==> src/rtl/irqm_pkg.sv <==
package irqm_pkg;
  localparam int VEC_W       = 7;   // width of a positive vector
  localparam int CASC_OFFSET = 16;  // subtracted from a cascaded line number
  localparam int LINE_FIELD_W = 8;

  typedef struct packed {
    logic                    ackGrant;
    logic                    eoiGrant;
    logic                    idleRead;
    logic [LINE_FIELD_W-1:0] ackLine;
    logic [LINE_FIELD_W-1:0] eoiLine;
  } irqmStrobes_t;
endpackage

==> src/rtl/irqm_ctrl.sv <==
module irqm_ctrl
  import irqm_pkg::*;
#(
  parameter int NUM_LINES = 16
) (
  input  logic                 clk,
  input  logic                 rstN,
  input  logic [NUM_LINES-1:0] pending,
  input  logic [NUM_LINES-1:0] inService,
  input  logic [NUM_LINES-1:0] mask,
  input  logic                 ackRd,
  input  logic                 eoiRd,
  output irqmStrobes_t         str,
  output logic                 intOut
);
  localparam int LINE_W = $clog2(NUM_LINES);

  function automatic logic [LINE_W:0] lowestSet(input logic [NUM_LINES-1:0] v);
    logic [LINE_W:0] r;
    r = '0;
    for (int k = NUM_LINES - 1; k >= 0; k--) begin
      if (v[k]) r = {1'b1, LINE_W'(k)};
    end
    return r;
  endfunction

  logic [NUM_LINES-1:0] eligible;
  logic [LINE_W:0]      elSel;
  logic [LINE_W:0]      isSel;
  logic                 elFound;
  logic                 isFound;
  logic [LINE_W-1:0]    elIdx;
  logic [LINE_W-1:0]    isIdx;

  always_comb begin
    eligible = pending & ~mask;
    elSel    = lowestSet(eligible);
    isSel    = lowestSet(inService);
    elFound  = elSel[LINE_W];
    elIdx    = elSel[LINE_W-1:0];
    isFound  = isSel[LINE_W];
    isIdx    = isSel[LINE_W-1:0];
    intOut   = elFound && (!isFound || (elIdx < isIdx));
  end

  always_comb begin
    str.ackGrant = ackRd && intOut;
    str.eoiGrant = eoiRd && !ackRd && isFound;
    str.idleRead = (ackRd && !intOut) || (eoiRd && !ackRd && !isFound);
    str.ackLine  = LINE_FIELD_W'(elIdx);
    str.eoiLine  = LINE_FIELD_W'(isIdx);
  end

  AST_GRANTS_EXCLUSIVE: assert property (@(posedge clk) disable iff (!rstN)
    $countones({str.ackGrant, str.eoiGrant, str.idleRead}) <= 1);
  AST_ACK_WINS: assert property (@(posedge clk) disable iff (!rstN)
    (ackRd && eoiRd) |-> !str.eoiGrant);
endmodule

==> src/rtl/irqm_datapath.sv <==
module irqm_datapath
  import irqm_pkg::*;
#(
  parameter int NUM_LINES = 16
) (
  input  logic                 clk,
  input  logic                 rstN,
  input  logic [NUM_LINES-1:0] reqIn,
  input  logic                 wrEn,
  input  logic [1:0]           wrAddr,
  input  logic [NUM_LINES-1:0] wrData,
  input  irqmStrobes_t         str,
  output logic [NUM_LINES-1:0] pending,
  output logic [NUM_LINES-1:0] inService,
  output logic [NUM_LINES-1:0] mask,
  output logic [7:0]           rdByte
);
  localparam int LINE_W = $clog2(NUM_LINES);

  logic [NUM_LINES-1:0] cascEn;
  logic [VEC_W-1:0]     vecBase;
  logic [VEC_W-1:0]     defVec;
  logic [NUM_LINES-1:0] ackHot;
  logic [NUM_LINES-1:0] eoiHot;
  logic [7:0]           ackByte;
  logic [7:0]           eoiByte;

  function automatic logic [7:0] byteFor(input logic [LINE_FIELD_W-1:0] ln,
                                         input logic isCasc,
                                         input logic [VEC_W-1:0] base);
    if (isCasc) return ln - 8'(CASC_OFFSET);
    return {1'b0, VEC_W'(base + ln[VEC_W-1:0])};
  endfunction

  always_comb begin
    ackHot  = '0;
    eoiHot  = '0;
    if (str.ackGrant) ackHot[str.ackLine[LINE_W-1:0]] = 1'b1;
    if (str.eoiGrant) eoiHot[str.eoiLine[LINE_W-1:0]] = 1'b1;
    ackByte = byteFor(str.ackLine, cascEn[str.ackLine[LINE_W-1:0]], vecBase);
    eoiByte = byteFor(str.eoiLine, cascEn[str.eoiLine[LINE_W-1:0]], vecBase);
  end

  // configuration registers
  always_ff @(posedge clk or negedge rstN) begin
    if (!rstN) begin
      mask    <= '0;
      cascEn  <= '0;
      vecBase <= '0;
      defVec  <= '0;
    end else if (wrEn) begin
      case (wrAddr)
        2'd0:    mask    <= wrData;
        2'd1:    cascEn  <= wrData;
        2'd2:    vecBase <= wrData[VEC_W-1:0];
        default: defVec  <= wrData[VEC_W-1:0];
      endcase
    end
  end

  // request and service state
  always_ff @(posedge clk or negedge rstN) begin
    if (!rstN) begin
      pending   <= '0;
      inService <= '0;
    end else begin
      pending   <= (pending | reqIn) & ~ackHot;
      inService <= (inService | ackHot) & ~eoiHot;
    end
  end

  // read byte
  always_ff @(posedge clk or negedge rstN) begin
    if (!rstN) begin
      rdByte <= '0;
    end else if (str.ackGrant) begin
      rdByte <= ackByte;
    end else if (str.eoiGrant) begin
      rdByte <= eoiByte;
    end else if (str.idleRead) begin
      rdByte <= {1'b0, defVec};
    end
  end

  AST_GRANT_UNMASKED: assert property (@(posedge clk) disable iff (!rstN)
    str.ackGrant |-> (!mask[str.ackLine[LINE_W-1:0]] && pending[str.ackLine[LINE_W-1:0]]));
  AST_GRANT_ABOVE_ISR: assert property (@(posedge clk) disable iff (!rstN)
    str.ackGrant |-> ((inService & ((NUM_LINES'(2) << str.ackLine[LINE_W-1:0]) - NUM_LINES'(1))) == '0));
  AST_ACK_MOVES_LINE: assert property (@(posedge clk) disable iff (!rstN)
    str.ackGrant |=> (inService[$past(str.ackLine[LINE_W-1:0])] && !pending[$past(str.ackLine[LINE_W-1:0])]));
  AST_EOI_RETIRES: assert property (@(posedge clk) disable iff (!rstN)
    str.eoiGrant |=> !inService[$past(str.eoiLine[LINE_W-1:0])]);
  AST_CASC_NEGATIVE: assert property (@(posedge clk) disable iff (!rstN)
    (str.ackGrant && cascEn[str.ackLine[LINE_W-1:0]]) |=> rdByte[7]);
  AST_NORMAL_POSITIVE: assert property (@(posedge clk) disable iff (!rstN)
    (str.ackGrant && !cascEn[str.ackLine[LINE_W-1:0]]) |=> !rdByte[7]);
  AST_IDLE_NO_CHANGE: assert property (@(posedge clk) disable iff (!rstN)
    (str.idleRead && !wrEn) |=> ($stable(inService) && !rdByte[7]));
endmodule

==> src/rtl/irq_master_prio.sv <==
module irq_master_prio
  import irqm_pkg::*;
#(
  parameter int NUM_LINES = 16
) (
  input  logic                 clk,
  input  logic                 rstN,
  input  logic [NUM_LINES-1:0] reqIn,
  input  logic                 wrEn,
  input  logic [1:0]           wrAddr,
  input  logic [NUM_LINES-1:0] wrData,
  input  logic                 ackRd,
  input  logic                 eoiRd,
  output logic                 intOut,
  output logic [7:0]           rdByte
);
  irqmStrobes_t         str;
  logic [NUM_LINES-1:0] pending;
  logic [NUM_LINES-1:0] inService;
  logic [NUM_LINES-1:0] mask;

  irqm_ctrl #(.NUM_LINES(NUM_LINES)) u_ctrl (
    .clk       (clk),
    .rstN      (rstN),
    .pending   (pending),
    .inService (inService),
    .mask      (mask),
    .ackRd     (ackRd),
    .eoiRd     (eoiRd),
    .str       (str),
    .intOut    (intOut)
  );

  irqm_datapath #(.NUM_LINES(NUM_LINES)) u_dp (
    .clk       (clk),
    .rstN      (rstN),
    .reqIn     (reqIn),
    .wrEn      (wrEn),
    .wrAddr    (wrAddr),
    .wrData    (wrData),
    .str       (str),
    .pending   (pending),
    .inService (inService),
    .mask      (mask),
    .rdByte    (rdByte)
  );
endmodule

==> config.mk <==
export PLATFORM = sky130hd
export DESIGN_NAME = irq_master_prio
export DESIGN_NICKNAME = d
export VERILOG_FILES = /design/src/rtl/irqm_pkg.sv /design/src/rtl/irqm_ctrl.sv /design/src/rtl/irqm_datapath.sv /design/src/rtl/irq_master_prio.sv
export SDC_FILE = /design/constraint.sdc
export NUM_CORES = 1
export LEC_CHECK = 0
export ABC_AREA = 1
export BUFFER_PORTS_ARGS = -buffer_cell sky130_fd_sc_hd__buf_2
export CORE_ASPECT_RATIO = 0.7
export CORE_MARGIN = 2
export CORE_UTILIZATION = 50
export CTS_CLUSTER_SIZE = 24
export DETAILED_ROUTE_END_ITERATION = 12
export HOLD_SLACK_MARGIN = 0.02
export PLACE_DENSITY = 0.72
export SYNTH_ARGS = -nofsm -noshare
export SYNTH_HDL_FRONTEND = slang
export SYNTH_HIERARCHICAL = 1
export SYNTH_SLANG_ARGS = --single-unit
==> constraint.sdc <==
create_clock -name clk -period 2.65 [get_ports clk]
set_input_delay 0.53 -clock clk [delete_from_list [all_inputs] [get_ports clk]]
set_output_delay 0.53 -clock clk [all_outputs]
set_load 0.01 [all_outputs]
==> tab_implementation.tex, run 1 <==
\begin{tabular}{lr}
\hline
Metric & Value \\
\hline
\multicolumn{2}{l}{\textbf{Outcome}} \\
\quad Status & finished, violations left \\
\quad Violations in the final reports & setup timing \\
\multicolumn{2}{l}{\textbf{Place}} \\
\quad Final weighted congestion in routability-driven placement & 0.990 \\
\quad Setup slack after placement & -0.240 ns \\
\quad Instance area after placement & 0.00603 mm\^{}2 \\
\quad Count of buffers inserted at the top-level ports & 47 \\
\quad Detailed Place HPWL & 11,600 um \\
\multicolumn{2}{l}{\textbf{Logic synthesis}} \\
\quad Cell variety after synth & 44 \\
\quad Post-synthesis share of cell area spent on and, or, nand and nor gates & 0.297 \\
\quad Arithmetic-cell share of the synthesized area counting full adders, half adders and majority gates & 0.0482 \\
\quad Synthesized area & 0.00525 mm\^{}2 \\
\quad Main combinational cell family by area after synthesis & simple AND/OR/NAND/NOR gates \\
\quad Top-area cell type share of the netlist area & 0.410 \\
\quad Average instance area after synthesis & 7.05 um\^{}2 \\
\quad Post-synthesis register bit count & 86 \\
\quad Cells after synthesis & 744 \\
\quad Parity-gate share of the synthesized area counting xor and xnor cells & 0.0217 \\
\quad Cell taking the most area after synthesis & sky130\_fd\_sc\_hd\_\_dfrtp\_1 \\
\quad Yosys warning count & 6 \\
\quad Compound-gate portion of the synthesized area & 0.110 \\
\quad Share of synthesized area spent on multiplexers & 0 \\
\quad Ranking of synthesized cells by area & sky130\_fd\_sc\_hd\_\_dfrtp\_1 (41\%), sky130\_fd\_sc\_hd\_\_nand2\_1 (17\%), sky130\_fd\_sc\_hd\_\_inv\_1 (6.7\%) \\
\quad Sequential share of the synthesized area & 0.410 \\
\multicolumn{2}{l}{\textbf{STA}} \\
\quad Headroom to the max-slew limit & 0.399 \\
\quad Final-layout worst hold slack & 0.176 ns \\
\quad Setup repair after global routing missed its margin & yes \\
\quad Layout Skew & 0.00830 ns \\
\quad Pin slew with the least headroom to its limit & 0.900 ns \\
\quad Final Slew Violations & 0 \\
\quad Final Setup Violations & 26 \\
\quad Min Tclk post-route & 3.02 ns \\
\quad Count of final hold-check violations & 0 \\
\quad Final period util & 1.14 \\
\quad Setup ws final & -0.375 ns \\
\quad Upper clock frequency limit & 0.331 GHz \\
\multicolumn{2}{l}{\textbf{CTS}} \\
\quad Clock insertion delay at the later pin of the skew report & 0.35 ns \\
\quad Clock-pin slew reported for the worst setup and hold paths after clock tree synthesis & 0.07 ns \\
\quad Num CTS Buffers & 9 \\
\quad CTS tree & done \\
\quad Master cell of the clock root buffer & sky130\_fd\_sc\_hd\_\_clkbuf\_16 \\
\quad Deepest level of the CTS H-tree & 3 \\
\quad Clock buffer depth & 2 \\
\quad Clock sink count & 86 \\
\multicolumn{2}{l}{\textbf{Worst setup path}} \\
\quad CP Launch Type & register \\
\quad Data arrival time of the critical path & 2.49 ns \\
\quad CP endpoint kind & primary output \\
\quad Worst path required time & 2.12 ns \\
\quad Max FO, Critical Path & 2 \\
\quad Setup CP Type & register to primary output \\
\multicolumn{2}{l}{\textbf{Min path}} \\
\quad Type of the most critical hold path & primary input to asynchronous set/reset pin \\
\multicolumn{2}{l}{\textbf{Layout}} \\
\quad Fraction of layout instances using a drive strength above 1 & 0.292 \\
\quad Layout Cell Area excl Fill & 0.00696 mm\^{}2 \\
\quad Fillers & 850 \\
\quad Growth of design area from synthesis to finish & 32.7\% \\
\quad Multi-input combinational cell area & 0.00292 mm\^{}2 \\
\quad Util after Layout & 0.677 \\
\quad Diode insertion count for antenna repair & 0 \\
\quad Layout Nets & 923 \\
\quad Sequential cell area & 0.00215 mm\^{}2 \\
\multicolumn{2}{l}{\textbf{Die}} \\
\quad Std-Cell Rows & 31 \\
\quad Initial core utilization & 0.511 \\
\quad Die X-Extent & 126 um \\
\quad Core region area & 0.0103 mm\^{}2 \\
\quad Vertical die dimension & 89.7 um \\
\quad Die Outline Area & 0.0113 mm\^{}2 \\
\quad Number of placed I/O pins & 48 \\
\multicolumn{2}{l}{\textbf{Pwr}} \\
\quad Power density of the placed cells & 985 mW/mm\^{}2 \\
\quad Peak VDD IR & 0.565 mV \\
\quad Internal power consumption & 4.00 mW \\
\quad Switching Power & 2.86 mW \\
\quad Net switching share of the total power & 0.416 \\
\quad Register share of total power & 0.258 \\
\quad Share of total power in combinational logic & 0.523 \\
\quad Clock power share & 0.219 \\
\quad Pleak & 3.62 nW \\
\multicolumn{2}{l}{\textbf{Global route}} \\
\quad GRT Total Usage & 0.276 \\
\quad Antenna violations before repair & 0 \\
\quad Total grt overflow & 0 \\
\quad Largest net degree at the start of global routing & 45 \\
\quad Global-route wire length before repair & 24,600 um \\
\quad Via count of the first global-routing pass & 4,809 \\
\multicolumn{2}{l}{\textbf{Route}} \\
\quad Wire length per cell & 15.7 um \\
\quad Total DRC errors in the routed layout & 0 \\
\quad Routed wire length & 15,700 um \\
\quad Mean number of vias per cell & 5.23 \\
\quad Violation count after the first detailed-route iteration & 438 \\
\quad Via count & 5,236 \\
\quad Count of antenna-violating nets left after detailed routing & 0 \\
\quad Detailed Routing Iterations Pass 1 & 5 \\
\multicolumn{2}{l}{\textbf{Flow run}} \\
\quad Max-capacitance violation count & 0 \\
\hline
\end{tabular}
-- power by group through the flow --
| stage | registers, mW | clock network, mW | logic (mW) |
|---|---|---|---|
| final | 1.77 | 1.50 | 3.59 |
| after CTS | 1.75 | 1.52 | 3.00 |
| after global routing | 1.79 | 1.57 | 3.93 |
| after detailed placement | 1.77 | 0 | 2.83 |
| after floorplan | 1.73 | 0 | 1.77 |
| after global placement | 1.76 | 0 | 2.81 |
-- kinds of logic (layout without fill, tap and decap cells) --
kind of cell	after synthesis	in the layout
compound gates	105	105
xor+xnor	13	13
fa+ha+maj	19	19
buf+inv	136	255
flops	86	86
other cells	1	8
simple gates	384	384
-- final timing paths --
check | startpoint | endpoint | slack (ns) | cells past startpoint
setup / recovery | u_dp/inService[0] | intOut | -0.37 | 15
hold / removal | rstN | u_dp/rdByte[1] | 0.18 | 1
setup reg to reg | u_dp/inService[14] | u_dp/rdByte[6] | -0.27 | 28
hold reg to reg | u_dp/rdByte[1] | u_dp/rdByte[1] | 0.49 | 2
max in group asynchronous | rstN | u_dp/cascEn[10] | 1.84 | 2
min in group clk | reqIn[12] | u_dp/pending[12] | 0.41 | 3
-- Yosys cell counts (all sizes together) --
| master | n |
|---|---|
| o31ai | 2 |
| o211ai | 3 |
| nand2 | 251 |
| clkinv | 3 |
| nor4 | 2 |
| bufinv | 2 |
| nor2 | 94 |
| a21o | 1 |
| a22oi | 1 |
| xor2 | 11 |
| o21ai | 61 |
| o21bai | 1 |
| ha | 17 |
| fa | 2 |
| a21boi | 1 |
| a311oi | 1 |
| inv | 109 |
| a21oi | 24 |
| buf | 14 |
| nand4 | 1 |
| a31oi | 9 |
| or2 | 3 |
| dfrtp | 86 |
| conb | 1 |
| a32oi | 1 |
| nand3b | 3 |
| nor3 | 4 |
| clkbuf | 8 |
| nand3 | 26 |
| xnor2 | 2 |
-- worst max-delay path, cell delays in order, from the launching register on --
cell and delay, ns:
sky130_fd_sc_hd__dfrtp_1 0.40, sky130_fd_sc_hd__nor4_2 0.31, sky130_fd_sc_hd__inv_1 0.10, sky130_fd_sc_hd__buf_4 0.14, sky130_fd_sc_hd__a21oi_2 0.12, sky130_fd_sc_hd__inv_1 0.08, sky130_fd_sc_hd__ha_1 0.30, sky130_fd_sc_hd__nand2_1 0.07
sky130_fd_sc_hd__inv_1 0.04, sky130_fd_sc_hd__nand2_1 0.07, sky130_fd_sc_hd__nand2_1 0.06, sky130_fd_sc_hd__nand2_1 0.07, sky130_fd_sc_hd__nand2_2 0.07, sky130_fd_sc_hd__buf_4 0.15, sky130_fd_sc_hd__inv_1 0.05, sky130_fd_sc_hd__buf_2 0.12
-- cells in the final DEF (no fill, tap or decap), types with 3 or more instances in the layout --
cell	Yosys	layout
sky130_fd_sc_hd__clkbuf_16	0	10
sky130_fd_sc_hd__ha_4	0	3
sky130_fd_sc_hd__nor3_2	0	3
sky130_fd_sc_hd__dfrtp_1	86	86
sky130_fd_sc_hd__o21ai_0	56	50
sky130_fd_sc_hd__o211ai_1	3	3
sky130_fd_sc_hd__nand3_2	1	9
sky130_fd_sc_hd__nor2_4	2	13
sky130_fd_sc_hd__buf_2	3	46
sky130_fd_sc_hd__ha_1	17	14
sky130_fd_sc_hd__nand2_1	242	221
sky130_fd_sc_hd__inv_1	93	87
sky130_fd_sc_hd__nand3b_1	3	3
sky130_fd_sc_hd__nand2_2	7	23
sky130_fd_sc_hd__o21ai_2	1	4
sky130_fd_sc_hd__conb_1	1	8
sky130_fd_sc_hd__nor2_1	91	70
sky130_fd_sc_hd__nor2_2	1	11
sky130_fd_sc_hd__buf_4	8	69
sky130_fd_sc_hd__nand3_1	25	15
sky130_fd_sc_hd__bufinv_16	0	3
sky130_fd_sc_hd__inv_2	16	18
sky130_fd_sc_hd__a31oi_1	9	8
sky130_fd_sc_hd__a21oi_1	22	20
sky130_fd_sc_hd__xor2_1	11	11
sky130_fd_sc_hd__o21ai_1	4	7
sky130_fd_sc_hd__buf_6	2	6
sky130_fd_sc_hd__nand2_4	2	6
-- layout make-up --
type	count	share of cell area
repair buffers	125	0.129
flip-flops and latches	86	0.309
inverters	114	0.0688
clock buffers	10	0.0343
clock inverters	6	0.0167
well taps	132	0.0237
multi-input cells	529	0.419
-- metrics by stage --
| stage | power (mW) | instances | TNS, ns |
|---|---|---|---|
| floorplan | 3.50 | 751 | -0.0118 |
| global placement | 4.56 | 970 | -2.15 |
| detailed placement | 4.59 | 970 | -4.66 |
| CTS | 6.26 | 994 | -4.13 |
| global route | 7.29 | 1002 | -9.56 |
| finish | 6.86 | 1002 | -2.52 |
-- per-layer routing --
| metal | part of all wire | wire (um) | vias up | GRT usage |
|---|---|---|---|---|
| met3 | 0.082 | 1290 | 26 | 0.0530 |
| met2 | 0.42 | 6530 | 216 | 0.385 |
| li1 | - | - | 2538 | - |
| met5 | 0 | 0 | - | 0 |
| met4 | 0.016 | 252 | 0 | 0.0696 |
| met1 | 0.49 | 7650 | 2456 | 0.438 |
-- registers in the layout, summed over array words and instances, names as in the netlist --
signal          count
u_dp/defVec         7
u_dp/pending       16
u_dp/mask          16
u_dp/rdByte         8
u_dp/inService     16
u_dp/vecBase        7
u_dp/cascEn        16
-- repair_timing --
action                     CTS  global route
hold buffers                 0             0
gates cloned                 0             1
setup buffers                8             8
pin swaps                   10            17
resized for setup           32            93
setup endpoints to repair   41            41
(Power assumes the default switching activity.)
==> run 2: changes to the inputs <==
--- a/config.mk
+++ b/config.mk
@@ -7,13 +7,14 @@
 export LEC_CHECK = 0
 export ABC_AREA = 1
 export BUFFER_PORTS_ARGS = -buffer_cell sky130_fd_sc_hd__buf_2
-export CORE_ASPECT_RATIO = 0.7
+export CORE_ASPECT_RATIO = 0.9
 export CORE_MARGIN = 2
 export CORE_UTILIZATION = 50
 export CTS_CLUSTER_SIZE = 24
 export DETAILED_ROUTE_END_ITERATION = 12
 export HOLD_SLACK_MARGIN = 0.02
 export PLACE_DENSITY = 0.72
+export SKIP_LAST_GASP = 1
 export SYNTH_ARGS = -nofsm -noshare
 export SYNTH_HDL_FRONTEND = slang
 export SYNTH_HIERARCHICAL = 1
==> run 2 against run 1 <==
The run still ends with setup timing left. Largest cell class unchanged. Largest power group unchanged. Clock-buffer cell count grew 2. Non-clock buffer count is the same. Clock power shrank 11%. Core utilization shrank 0.81 points. Combinational power shrank 2%. Final area shrank 1.5%. Fmax grew 1.8%. Highest routed layer unchanged.
==> tab_implementation.tex, run 2 (synthesized netlist as in run 1, its figures left out) <==
\begin{tabular}{lr}
\hline
Metric & Value \\
\hline
\multicolumn{2}{l}{\textbf{STA}} \\
\quad Headroom to the max-slew limit & 0.371 (was 0.399) \\
\quad Final-layout worst hold slack & 0.174 ns (was 0.176 ns) \\
\quad Layout Skew & 0.00687 ns (was 0.00830 ns) \\
\quad Min Tclk post-route & 2.97 ns (was 3.02 ns) \\
\quad Final Setup Violations & 41 (was 26) \\
\quad Final period util & 1.12 (was 1.14) \\
\quad Pin slew with the least headroom to its limit & 0.941 ns (was 0.900 ns) \\
\quad Upper clock frequency limit & 0.336 GHz (was 0.331 GHz) \\
\quad Setup repair after global routing missed its margin & yes (unchanged) \\
\quad Count of final hold-check violations & 0 (unchanged) \\
\quad Final Slew Violations & 0 (unchanged) \\
\quad Setup ws final & -0.322 ns (was -0.375 ns) \\
\quad Final sum of negative setup slack & -5.46 ns (was -2.52 ns) \\
\multicolumn{2}{l}{\textbf{Die}} \\
\quad Die Outline Area & 0.0113 mm\^{}2 (about the same) \\
\quad Vertical die dimension & 101 um (was 89.7 um) \\
\quad Die X-Extent & 112 um (was 126 um) \\
\quad Initial core utilization & 0.512 (was 0.511) \\
\quad Std-Cell Rows & 35 (was 31) \\
\quad Core region area & 0.0102 mm\^{}2 (was 0.0103 mm\^{}2) \\
\quad Number of placed I/O pins & 48 (unchanged) \\
\multicolumn{2}{l}{\textbf{Layout}} \\
\quad Fillers & 848 (was 850) \\
\quad Growth of design area from synthesis to finish & 30.7\% (was 32.7\%) \\
\quad Most frequent cells in the layout & sky130\_fd\_sc\_hd\_\_nand2\_1 (234), sky130\_fd\_sc\_hd\_\_inv\_1 (86), sky130\_fd\_sc\_hd\_\_dfrtp\_1 (86) (was sky130\_fd\_sc\_hd\_\_nand2\_1 (221), sky130\_fd\_sc\_hd\_\_inv\_1 (87), sky130\_fd\_sc\_hd\_\_dfrtp\_1 (86)) \\
\quad Layout Nets & 923 (unchanged) \\
\quad Diode insertion count for antenna repair & 0 (unchanged) \\
\quad Layout Cell Area excl Fill & 0.00686 mm\^{}2 (was 0.00696 mm\^{}2) \\
\quad Util after Layout & 0.669 (was 0.677) \\
\quad Fraction of layout instances using a drive strength above 1 & 0.280 (was 0.292) \\
\quad Commonest non-fill, non-tap cell in the layout & sky130\_fd\_sc\_hd\_\_nand2\_1 (unchanged) \\
\quad Finished Layout Cells & 999 (was 1,002) \\
\multicolumn{2}{l}{\textbf{Route}} \\
\quad Total DRC errors in the routed layout & 0 (unchanged) \\
\quad Violation count after the first detailed-route iteration & 349 (was 438) \\
\quad Count of antenna-violating nets left after detailed routing & 0 (unchanged) \\
\quad Detailed Routing Iterations Pass 1 & 5 (unchanged) \\
\quad Via count & 5,266 (was 5,236) \\
\quad Mean number of vias per cell & 5.27 (was 5.23) \\
\quad Routed wire length & 15,100 um (was 15,700 um) \\
\quad Wire length per cell & 15.1 um (was 15.7 um) \\
\multicolumn{2}{l}{\textbf{Place}} \\
\quad Setup slack after placement & -0.217 ns (was -0.240 ns) \\
\quad Instance area after placement & 0.00604 mm\^{}2 (was 0.00603 mm\^{}2) \\
\quad Count of buffers inserted at the top-level ports & 47 (unchanged) \\
\quad Final weighted congestion in routability-driven placement & 0.948 (was 0.990) \\
\quad Post-placement cell count & 969 (was 970) \\
\quad Detailed Place HPWL & 11,200 um (was 11,600 um) \\
\multicolumn{2}{l}{\textbf{CTS}} \\
\quad Clock insertion delay at the later pin of the skew report & 0.34 ns (was 0.35 ns) \\
\quad CTS tree & done (unchanged) \\
\quad Clock buffer depth & 2 (unchanged) \\
\quad Num CTS Buffers & 9 (unchanged) \\
\quad Master cell of the clock root buffer & sky130\_fd\_sc\_hd\_\_clkbuf\_16 (unchanged) \\
\quad Clock-pin slew reported for the worst setup and hold paths after clock tree synthesis & 0.06 ns (was 0.07 ns) \\
\quad \# hold bufs at CTS & 0 (unchanged) \\
\quad Deepest level of the CTS H-tree & 3 (unchanged) \\
\quad Clock sink count & 86 (unchanged) \\
\multicolumn{2}{l}{\textbf{Worst setup path}} \\
\quad CP Launch Type & register (unchanged) \\
\quad Max FO, Critical Path & 3 (was 2) \\
\quad Worst path required time & 2.12 ns (about the same) \\
\quad CP endpoint kind & primary output (unchanged) \\
\quad Reg2reg end & u\_dp/inService[6] (was u\_dp/rdByte[6]) \\
\quad Data arrival time of the critical path & 2.44 ns (was 2.49 ns) \\
\quad Setup CP Type & register to primary output (unchanged) \\
\quad Beginning of the worst register-to-register path & u\_dp/inService[0] (was u\_dp/inService[14]) \\
\quad Register-to-Register Path Depth & 21 (was 28) \\
\quad Internal reg-to-reg setup slack & -0.25 ns (was -0.27 ns) \\
\multicolumn{2}{l}{\textbf{Pwr}} \\
\quad Power density of the placed cells & 961 mW/mm\^{}2 (was 985 mW/mm\^{}2) \\
\quad Net switching share of the total power & 0.420 (was 0.416) \\
\quad Pleak & 3.58 nW (was 3.62 nW) \\
\quad Register share of total power & 0.265 (was 0.258) \\
\quad Peak VDD IR & 0.532 mV (was 0.565 mV) \\
\quad Switching Power & 2.77 mW (was 2.86 mW) \\
\quad Internal power consumption & 3.82 mW (was 4.00 mW) \\
\quad Clock power share & 0.203 (was 0.219) \\
\quad Total design power & 6.59 mW (was 6.86 mW) \\
\quad Share of total power in combinational logic & 0.532 (was 0.523) \\
\multicolumn{2}{l}{\textbf{Global route}} \\
\quad Total grt overflow & 0 (unchanged) \\
\quad Global-route wire length before repair & 23,700 um (was 24,600 um) \\
\quad GRT Total Usage & 0.268 (was 0.276) \\
\quad Largest net degree at the start of global routing & 45 (unchanged) \\
\quad Antenna violations before repair & 0 (unchanged) \\
\quad Via count of the first global-routing pass & 4,897 (was 4,809) \\
\multicolumn{2}{l}{\textbf{Min path}} \\
\quad Type of the most critical hold path & primary input to asynchronous set/reset pin (unchanged) \\
\multicolumn{2}{l}{\textbf{Flow run}} \\
\quad Max-capacitance violation count & 0 (unchanged) \\
\multicolumn{2}{l}{\textbf{Outcome}} \\
\quad Violations in the final reports & setup timing (unchanged) \\
\quad Status & finished, violations left (unchanged) \\
\hline
\end{tabular}
## run 2: cell types whose count changed in the layout (fill, tap and decap cells not counted), moves of 4 or more
cell / previous run / this run
sky130_fd_sc_hd__nand2_1: 221 / 234
sky130_fd_sc_hd__nand2_2: 23 / 12
sky130_fd_sc_hd__nor2_4: 13 / 20
sky130_fd_sc_hd__buf_6: 6 / 11
sky130_fd_sc_hd__a21oi_2: 2 / 6
sky130_fd_sc_hd__nor2_2: 11 / 7
## run 2: worst max-delay path by stage
| stage | start | end | slack [ns] | depth (start not counted) |
|---|---|---|---|---|
| floorplan | u_dp/inService[14] | u_dp/rdByte[6] | -0.01 | 26 |
| global placement | u_dp/mask[15] | u_dp/rdByte[7] | -0.13 | 21 |
| detailed placement | u_dp/inService[8] | u_dp/rdByte[0] | -0.22 | 20 |
| CTS | u_dp/inService[14] | intOut | -0.27 | 17 |
| global route | u_dp/mask[15] | intOut | -0.55 | 26 |
| finish | u_dp/inService[14] | intOut | -0.32 | 17 |
## run 2: per-layer routing
layer,part of all wire,track usage
met1,0.45,0.379
met2,0.45,0.430
met3,0.078,0.0443
met4,0.022,0.0844
met5,0,0
## run 2: timing repair
| action | in CTS | in global routing |
|---|---|---|
| setup endpoints to repair | 40 | 41 |
| pin swaps | 8 | 17 |
| buffers inserted | 3 | 10 |
| resized for setup | 23 | 88 |
| gates cloned | 0 | 1 |
## run 2: power groups by stage
stage	Sequential, mW	Combinational (mW)	Clock [mW]
floorplan	1.73	1.77	0
global placement	1.75	2.79	0
detailed placement	1.76	2.82	0
CTS	1.74	2.93	1.36
global route	1.77	3.84	1.41
finish	1.75	3.51	1.34
## run 2: worst max-delay path, cell delays in order (launching register included)
cell,delay [ns]
sky130_fd_sc_hd__dfrtp_1,0.39
sky130_fd_sc_hd__nor2_1,0.06
sky130_fd_sc_hd__inv_2,0.06
sky130_fd_sc_hd__a311oi_1,0.08
sky130_fd_sc_hd__o31ai_1,0.28
sky130_fd_sc_hd__nand2_1,0.12
sky130_fd_sc_hd__nand3_2,0.07
sky130_fd_sc_hd__nand3_2,0.10
sky130_fd_sc_hd__ha_4,0.28
sky130_fd_sc_hd__nand2_1,0.05
sky130_fd_sc_hd__nand2_1,0.05
sky130_fd_sc_hd__nand2_1,0.05
sky130_fd_sc_hd__nand2_1,0.06
sky130_fd_sc_hd__nand2_1,0.08
sky130_fd_sc_hd__nand2_2,0.11
sky130_fd_sc_hd__buf_6,0.12
sky130_fd_sc_hd__inv_2,0.04
sky130_fd_sc_hd__buf_6,0.11
## run 2: final cells by class
type / instances / area [um^2] / share of cell area
multi-input combinational: 529 / 2880 / 0.420
sequential: 86 / 2150 / 0.314
timing repair buffer: 125 / 885 / 0.129
inverter: 114 / 464 / 0.0677
clock buffer: 12 / 267 / 0.0389
tap: 129 / 161 / 0.0235
clock inverter: 4 / 51.3 / 0.00748
==> run 3: changes to the inputs <==
--- a/config.mk
+++ b/config.mk
@@ -17,5 +17,4 @@
 export SKIP_LAST_GASP = 1
 export SYNTH_ARGS = -nofsm -noshare
 export SYNTH_HDL_FRONTEND = slang
-export SYNTH_HIERARCHICAL = 1
 export SYNTH_SLANG_ARGS = --single-unit
==> run 3 against run 2 <==
The run still ends with setup timing left. First-iteration DRC count rose by 0.29%. Clock-buffer cell count fell by 2. Routed wire length fell by 5.9%. Area after synthesis fell by 5.1%. Critical endpoint unchanged. Highest routed layer unchanged.
==> tab_implementation.tex, run 3 <==
\begin{tabular}{lr}
\hline
Metric & Value \\
\hline
\multicolumn{2}{l}{\textbf{STA}} \\
\quad Upper clock frequency limit & 0.337 GHz (was 0.336 GHz) \\
\quad Final Slew Violations & 0 (unchanged) \\
\quad Final period util & 1.12 (about the same) \\
\quad Layout Skew & 0.0110 ns (was 0.00687 ns) \\
\quad Count of final hold-check violations & 0 (unchanged) \\
\quad Final Setup Violations & 36 (was 41) \\
\quad Pin slew with the least headroom to its limit & 0.901 ns (was 0.941 ns) \\
\quad Headroom to the max-slew limit & 0.398 (was 0.371) \\
\quad Setup ws final & -0.321 ns (was -0.322 ns) \\
\quad Min Tclk post-route & 2.97 ns (about the same) \\
\quad Setup repair after global routing missed its margin & yes (unchanged) \\
\multicolumn{2}{l}{\textbf{Pwr}} \\
\quad Pleak & 3.20 nW (was 3.58 nW) \\
\quad Peak VDD IR & 0.582 mV (was 0.532 mV) \\
\quad Power density of the placed cells & 894 mW/mm\^{}2 (was 961 mW/mm\^{}2) \\
\multicolumn{2}{l}{\textbf{Layout}} \\
\quad Commonest non-fill, non-tap cell in the layout & sky130\_fd\_sc\_hd\_\_nand2\_1 (unchanged) \\
\quad Util after Layout & 0.652 (was 0.669) \\
\quad Layout Nets & 842 (was 923) \\
\quad Diode insertion count for antenna repair & 0 (unchanged) \\
\quad Growth of design area from synthesis to finish & 27.0\% (was 30.7\%) \\
\quad Layout Cell Area excl Fill & 0.00633 mm\^{}2 (was 0.00686 mm\^{}2) \\
\quad Fraction of layout instances using a drive strength above 1 & 0.281 (was 0.280) \\
\quad Most frequent cells in the layout & sky130\_fd\_sc\_hd\_\_nand2\_1 (207), sky130\_fd\_sc\_hd\_\_inv\_1 (96), sky130\_fd\_sc\_hd\_\_dfrtp\_1 (86) (was sky130\_fd\_sc\_hd\_\_nand2\_1 (234), sky130\_fd\_sc\_hd\_\_inv\_1 (86), sky130\_fd\_sc\_hd\_\_dfrtp\_1 (86)) \\
\multicolumn{2}{l}{\textbf{Die}} \\
\quad Die X-Extent & 109 um (was 112 um) \\
\quad Vertical die dimension & 98.7 um (was 101 um) \\
\quad Number of placed I/O pins & 48 (unchanged) \\
\quad Std-Cell Rows & 34 (was 35) \\
\quad Initial core utilization & 0.514 (was 0.512) \\
\quad Die Outline Area & 0.0108 mm\^{}2 (was 0.0113 mm\^{}2) \\
\quad Core region area & 0.00970 mm\^{}2 (was 0.0102 mm\^{}2) \\
\multicolumn{2}{l}{\textbf{CTS}} \\
\quad Master cell of the clock root buffer & sky130\_fd\_sc\_hd\_\_clkbuf\_8 (was sky130\_fd\_sc\_hd\_\_clkbuf\_16) \\
\quad Deepest level of the CTS H-tree & 3 (unchanged) \\
\quad Clock-pin slew reported for the worst setup and hold paths after clock tree synthesis & 0.09 ns (was 0.06 ns) \\
\quad Clock sink count & 86 (unchanged) \\
\quad \# hold bufs at CTS & 0 (unchanged) \\
\quad Clock buffer depth & 2 (unchanged) \\
\quad Num CTS Buffers & 9 (unchanged) \\
\quad Clock insertion delay at the later pin of the skew report & 0.37 ns (was 0.34 ns) \\
\quad CTS tree & done (unchanged) \\
\multicolumn{2}{l}{\textbf{Logic synthesis}} \\
\quad Most frequently used cell type in the post-synthesis netlist & sky130\_fd\_sc\_hd\_\_nand2\_1 (unchanged) \\
\quad Cells after synthesis & 693 (was 744) \\
\quad Ranking of synthesized cells by area & sky130\_fd\_sc\_hd\_\_dfrtp\_1 (43\%), sky130\_fd\_sc\_hd\_\_nand2\_1 (18\%), sky130\_fd\_sc\_hd\_\_inv\_1 (7.6\%) (was sky130\_fd\_sc\_hd\_\_dfrtp\_1 (41\%), sky130\_fd\_sc\_hd\_\_nand2\_1 (17\%), sky130\_fd\_sc\_hd\_\_inv\_1 (6.7\%)) \\
\quad Sequential share of the synthesized area & 0.432 (was 0.410) \\
\quad Ranking of synthesized cells by instance count & sky130\_fd\_sc\_hd\_\_nand2\_1 (235), sky130\_fd\_sc\_hd\_\_inv\_1 (101), sky130\_fd\_sc\_hd\_\_dfrtp\_1 (86) (was sky130\_fd\_sc\_hd\_\_nand2\_1 (242), sky130\_fd\_sc\_hd\_\_inv\_1 (93), sky130\_fd\_sc\_hd\_\_nor2\_1 (91)) \\
\quad Average instance area after synthesis & 7.19 um\^{}2 (was 7.05 um\^{}2) \\
\quad Post-synthesis register bit count & 86 (unchanged) \\
\quad Fraction of registers with async set or reset after synthesis & 1.00 (unchanged) \\
\quad Yosys warning count & 0 (was 6) \\
\quad Cell variety after synth & 40 (was 44) \\
\quad Mapped Nets & 743 \\
\quad Cell taking the most area after synthesis & sky130\_fd\_sc\_hd\_\_dfrtp\_1 (unchanged) \\
\quad Synthesized area & 0.00498 mm\^{}2 (was 0.00525 mm\^{}2) \\
\quad Most used flip-flop cell after synthesis & sky130\_fd\_sc\_hd\_\_dfrtp\_1 (unchanged) \\
\quad Post-synth EDFFs & 0 (unchanged) \\
\quad Top-area cell type share of the netlist area & 0.432 (was 0.410) \\
\multicolumn{2}{l}{\textbf{Worst setup path}} \\
\quad Reg2reg end & u\_dp.rdByte[4] (was u\_dp/inService[6]) \\
\quad CP Launch Type & register (unchanged) \\
\quad Register-to-Register Path Depth & 28 (was 21) \\
\quad Worst-path cell with the longest stage delay & sky130\_fd\_sc\_hd\_\_dfrtp\_1 (unchanged) \\
\quad Kind of cell adding the most delay to the critical path & simple AND/OR/NAND/NOR gates (unchanged) \\
\quad Critical path buffers and inverters & 4 (unchanged) \\
\quad Internal reg-to-reg setup slack & -0.28 ns (was -0.25 ns) \\
\quad Worst path required time & 2.12 ns (about the same) \\
\quad Data arrival time of the critical path & 2.44 ns (about the same) \\
\quad Cells traversed along the worst timing path & nor2\_2, nand2\_1, nor2\_2, inv\_1, nor2\_4, inv\_1, ha\_1, a21boi\_0, nand2\_1, nand2\_2, nand2\_2, nand2\_1, inv\_1, buf\_2 (was nor2\_1, inv\_2, a311oi\_1, o31ai\_1, nand2\_1, nand3\_2, nand3\_2, ha\_4, nand2\_1, nand2\_1, nand2\_1, nand2\_1, nand2\_1, nand2\_2, buf\_6, inv\_2, buf\_6) \\
\quad CP endpoint kind & primary output (unchanged) \\
\quad Maximum single-stage delay on the critical path & 0.41 ns (was 0.39 ns) \\
\quad Max FO, Critical Path & 3 (unchanged) \\
\quad Setup CP Type & register to primary output (unchanged) \\
\quad Beginning of the worst register-to-register path & u\_dp.pending[15] (was u\_dp/inService[0]) \\
\multicolumn{2}{l}{\textbf{Flow run}} \\
\quad Max-capacitance violation count & 0 (unchanged) \\
\multicolumn{2}{l}{\textbf{Route}} \\
\quad Violation count after the first detailed-route iteration & 350 (was 349) \\
\quad Count of antenna-violating nets left after detailed routing & 0 (unchanged) \\
\quad Via count & 4,904 (was 5,266) \\
\quad Mean number of vias per cell & 5.32 (was 5.27) \\
\quad Wire length per cell & 15.4 um (was 15.1 um) \\
\quad Routed wire length & 14,200 um (was 15,100 um) \\
\quad Detailed Routing Iterations Pass 1 & 5 (unchanged) \\
\quad Total DRC errors in the routed layout & 0 (unchanged) \\
\multicolumn{2}{l}{\textbf{Global route}} \\
\quad Global-route track usage on met1 & 0.386 (was 0.379) \\
\quad GRT Total Usage & 0.263 (was 0.268) \\
\quad Via count of the first global-routing pass & 4,447 (was 4,897) \\
\quad Met2 Usage GRT & 0.393 (was 0.430) \\
\quad Met3 usage & 0.0602 (was 0.0443) \\
\quad Largest net degree at the start of global routing & 48 (was 45) \\
\quad Layer carrying the most global-route usage & met2 (unchanged) \\
\quad Antenna violations before repair & 0 (unchanged) \\
\quad Total grt overflow & 0 (unchanged) \\
\quad Global-route wire length before repair & 21,600 um (was 23,700 um) \\
\multicolumn{2}{l}{\textbf{Outcome}} \\
\quad Violations in the final reports & setup timing (unchanged) \\
\quad Status & finished, violations left (unchanged) \\
\multicolumn{2}{l}{\textbf{Min path}} \\
\quad Type of the most critical hold path & primary input to asynchronous set/reset pin (unchanged) \\
\multicolumn{2}{l}{\textbf{Place}} \\
\quad Instance area after placement & 0.00563 mm\^{}2 (was 0.00604 mm\^{}2) \\
\quad Count of buffers inserted at the top-level ports & 47 (unchanged) \\
\quad Detailed Place HPWL & 10,500 um (was 11,200 um) \\
\quad Final weighted congestion in routability-driven placement & 0.955 (was 0.948) \\
\hline
\end{tabular}
## run 3: cell types whose count changed after synthesis, sizes merged, moves of 3 or more
cell,change
ha,-8
nand3b,-3
a22oi,+7
inv,-3
a21oi,-11
nand3,+21
nand4,+4
buf,-10
o21ai,+10
xor2,-4
nor2,-37
a31oi,-6
## run 3: per-stage QoR
| stage | instances | setup TNS [ns] | setup WS, ns | hold slack, ns | power (mW) |
|---|---|---|---|---|---|
| after floorplan | 693 | 0 | 0.0343 | 0.234 | 3.27 |
| after global placement | 893 | -0.105 | -0.0496 | 0.458 | 4.01 |
| after detailed placement | 893 | -2.83 | -0.143 | 0.463 | 4.07 |
| after CTS | 909 | -0.428 | -0.345 | 0.144 | 5.22 |
| after global routing | 922 | -10.59 | -0.509 | 0.158 | 6.01 |
| final | 922 | -3.37 | -0.321 | 0.131 | 5.66 |
## run 3: worst register-to-register path, delay by kind of cell (launching register included)
kind / cells / cell delay (ns)
DFF: 1 / 0.36
adders and majority gates: 2 / 0.49
buffers and inverters: 5 / 0.42
xor gates and xnor gates: 1 / 0.06
AOI/OAI and AO/OA: 3 / 0.41
and+or+nand+nor: 17 / 1.09
## run 3: layer usage
metal  up-vias  wire length (um)
met5         -                 0
met4         0               245
met3        22              1070
li1       2370                 -
met2       187              6510
met1      2325              6350
## run 3: final cells by class
class | count | area [um^2]
Fill cell | 822 | 3370
Inverter | 110 | 420
Timing Repair Buffer | 100 | 679
Multi-Input combinational cell | 485 | 2670
Clock buffer | 10 | 138
Clock inverter | 5 | 106
Sequential cell | 86 | 2150
Tap cell | 126 | 158
## run 3: power by group
part | switching [mW] | internal (mW) | leakage (nW)
registers | 0.188 | 1.56 | 0.970
logic | 1.69 | 1.09 | 2.11
clock network | 0.478 | 0.650 | 0.119
## run 3: how the worst max path moves through the flow
stage	from	endpoint	cells past startpoint
finish	u_dp.inService[0]	intOut	14
global route	u_dp.mask[14]	intOut	19
CTS	u_dp.inService[9]	intOut	14
detailed placement	u_dp.inService[8]	u_dp.pending[0]	17
global placement	u_dp.inService[14]	u_dp.rdByte[6]	30
floorplan	u_dp.pending[15]	u_dp.rdByte[6]	29
## run 3: logic make-up after synthesis
kind of cell               synth area share
AOI/OAI and AO/OA                     0.112
xor gates and xnor gates             0.0141
adders and majority gates            0.0306
buffers and inverters                0.0967
DFF                                   0.432
and+or+nand+nor                       0.315
## run 3: timing repair
item,in CTS,in global routing
pin swaps,4,34
gates resized for setup,8,98
setup buffers,1,14
endpoints found under the setup margin,38,41
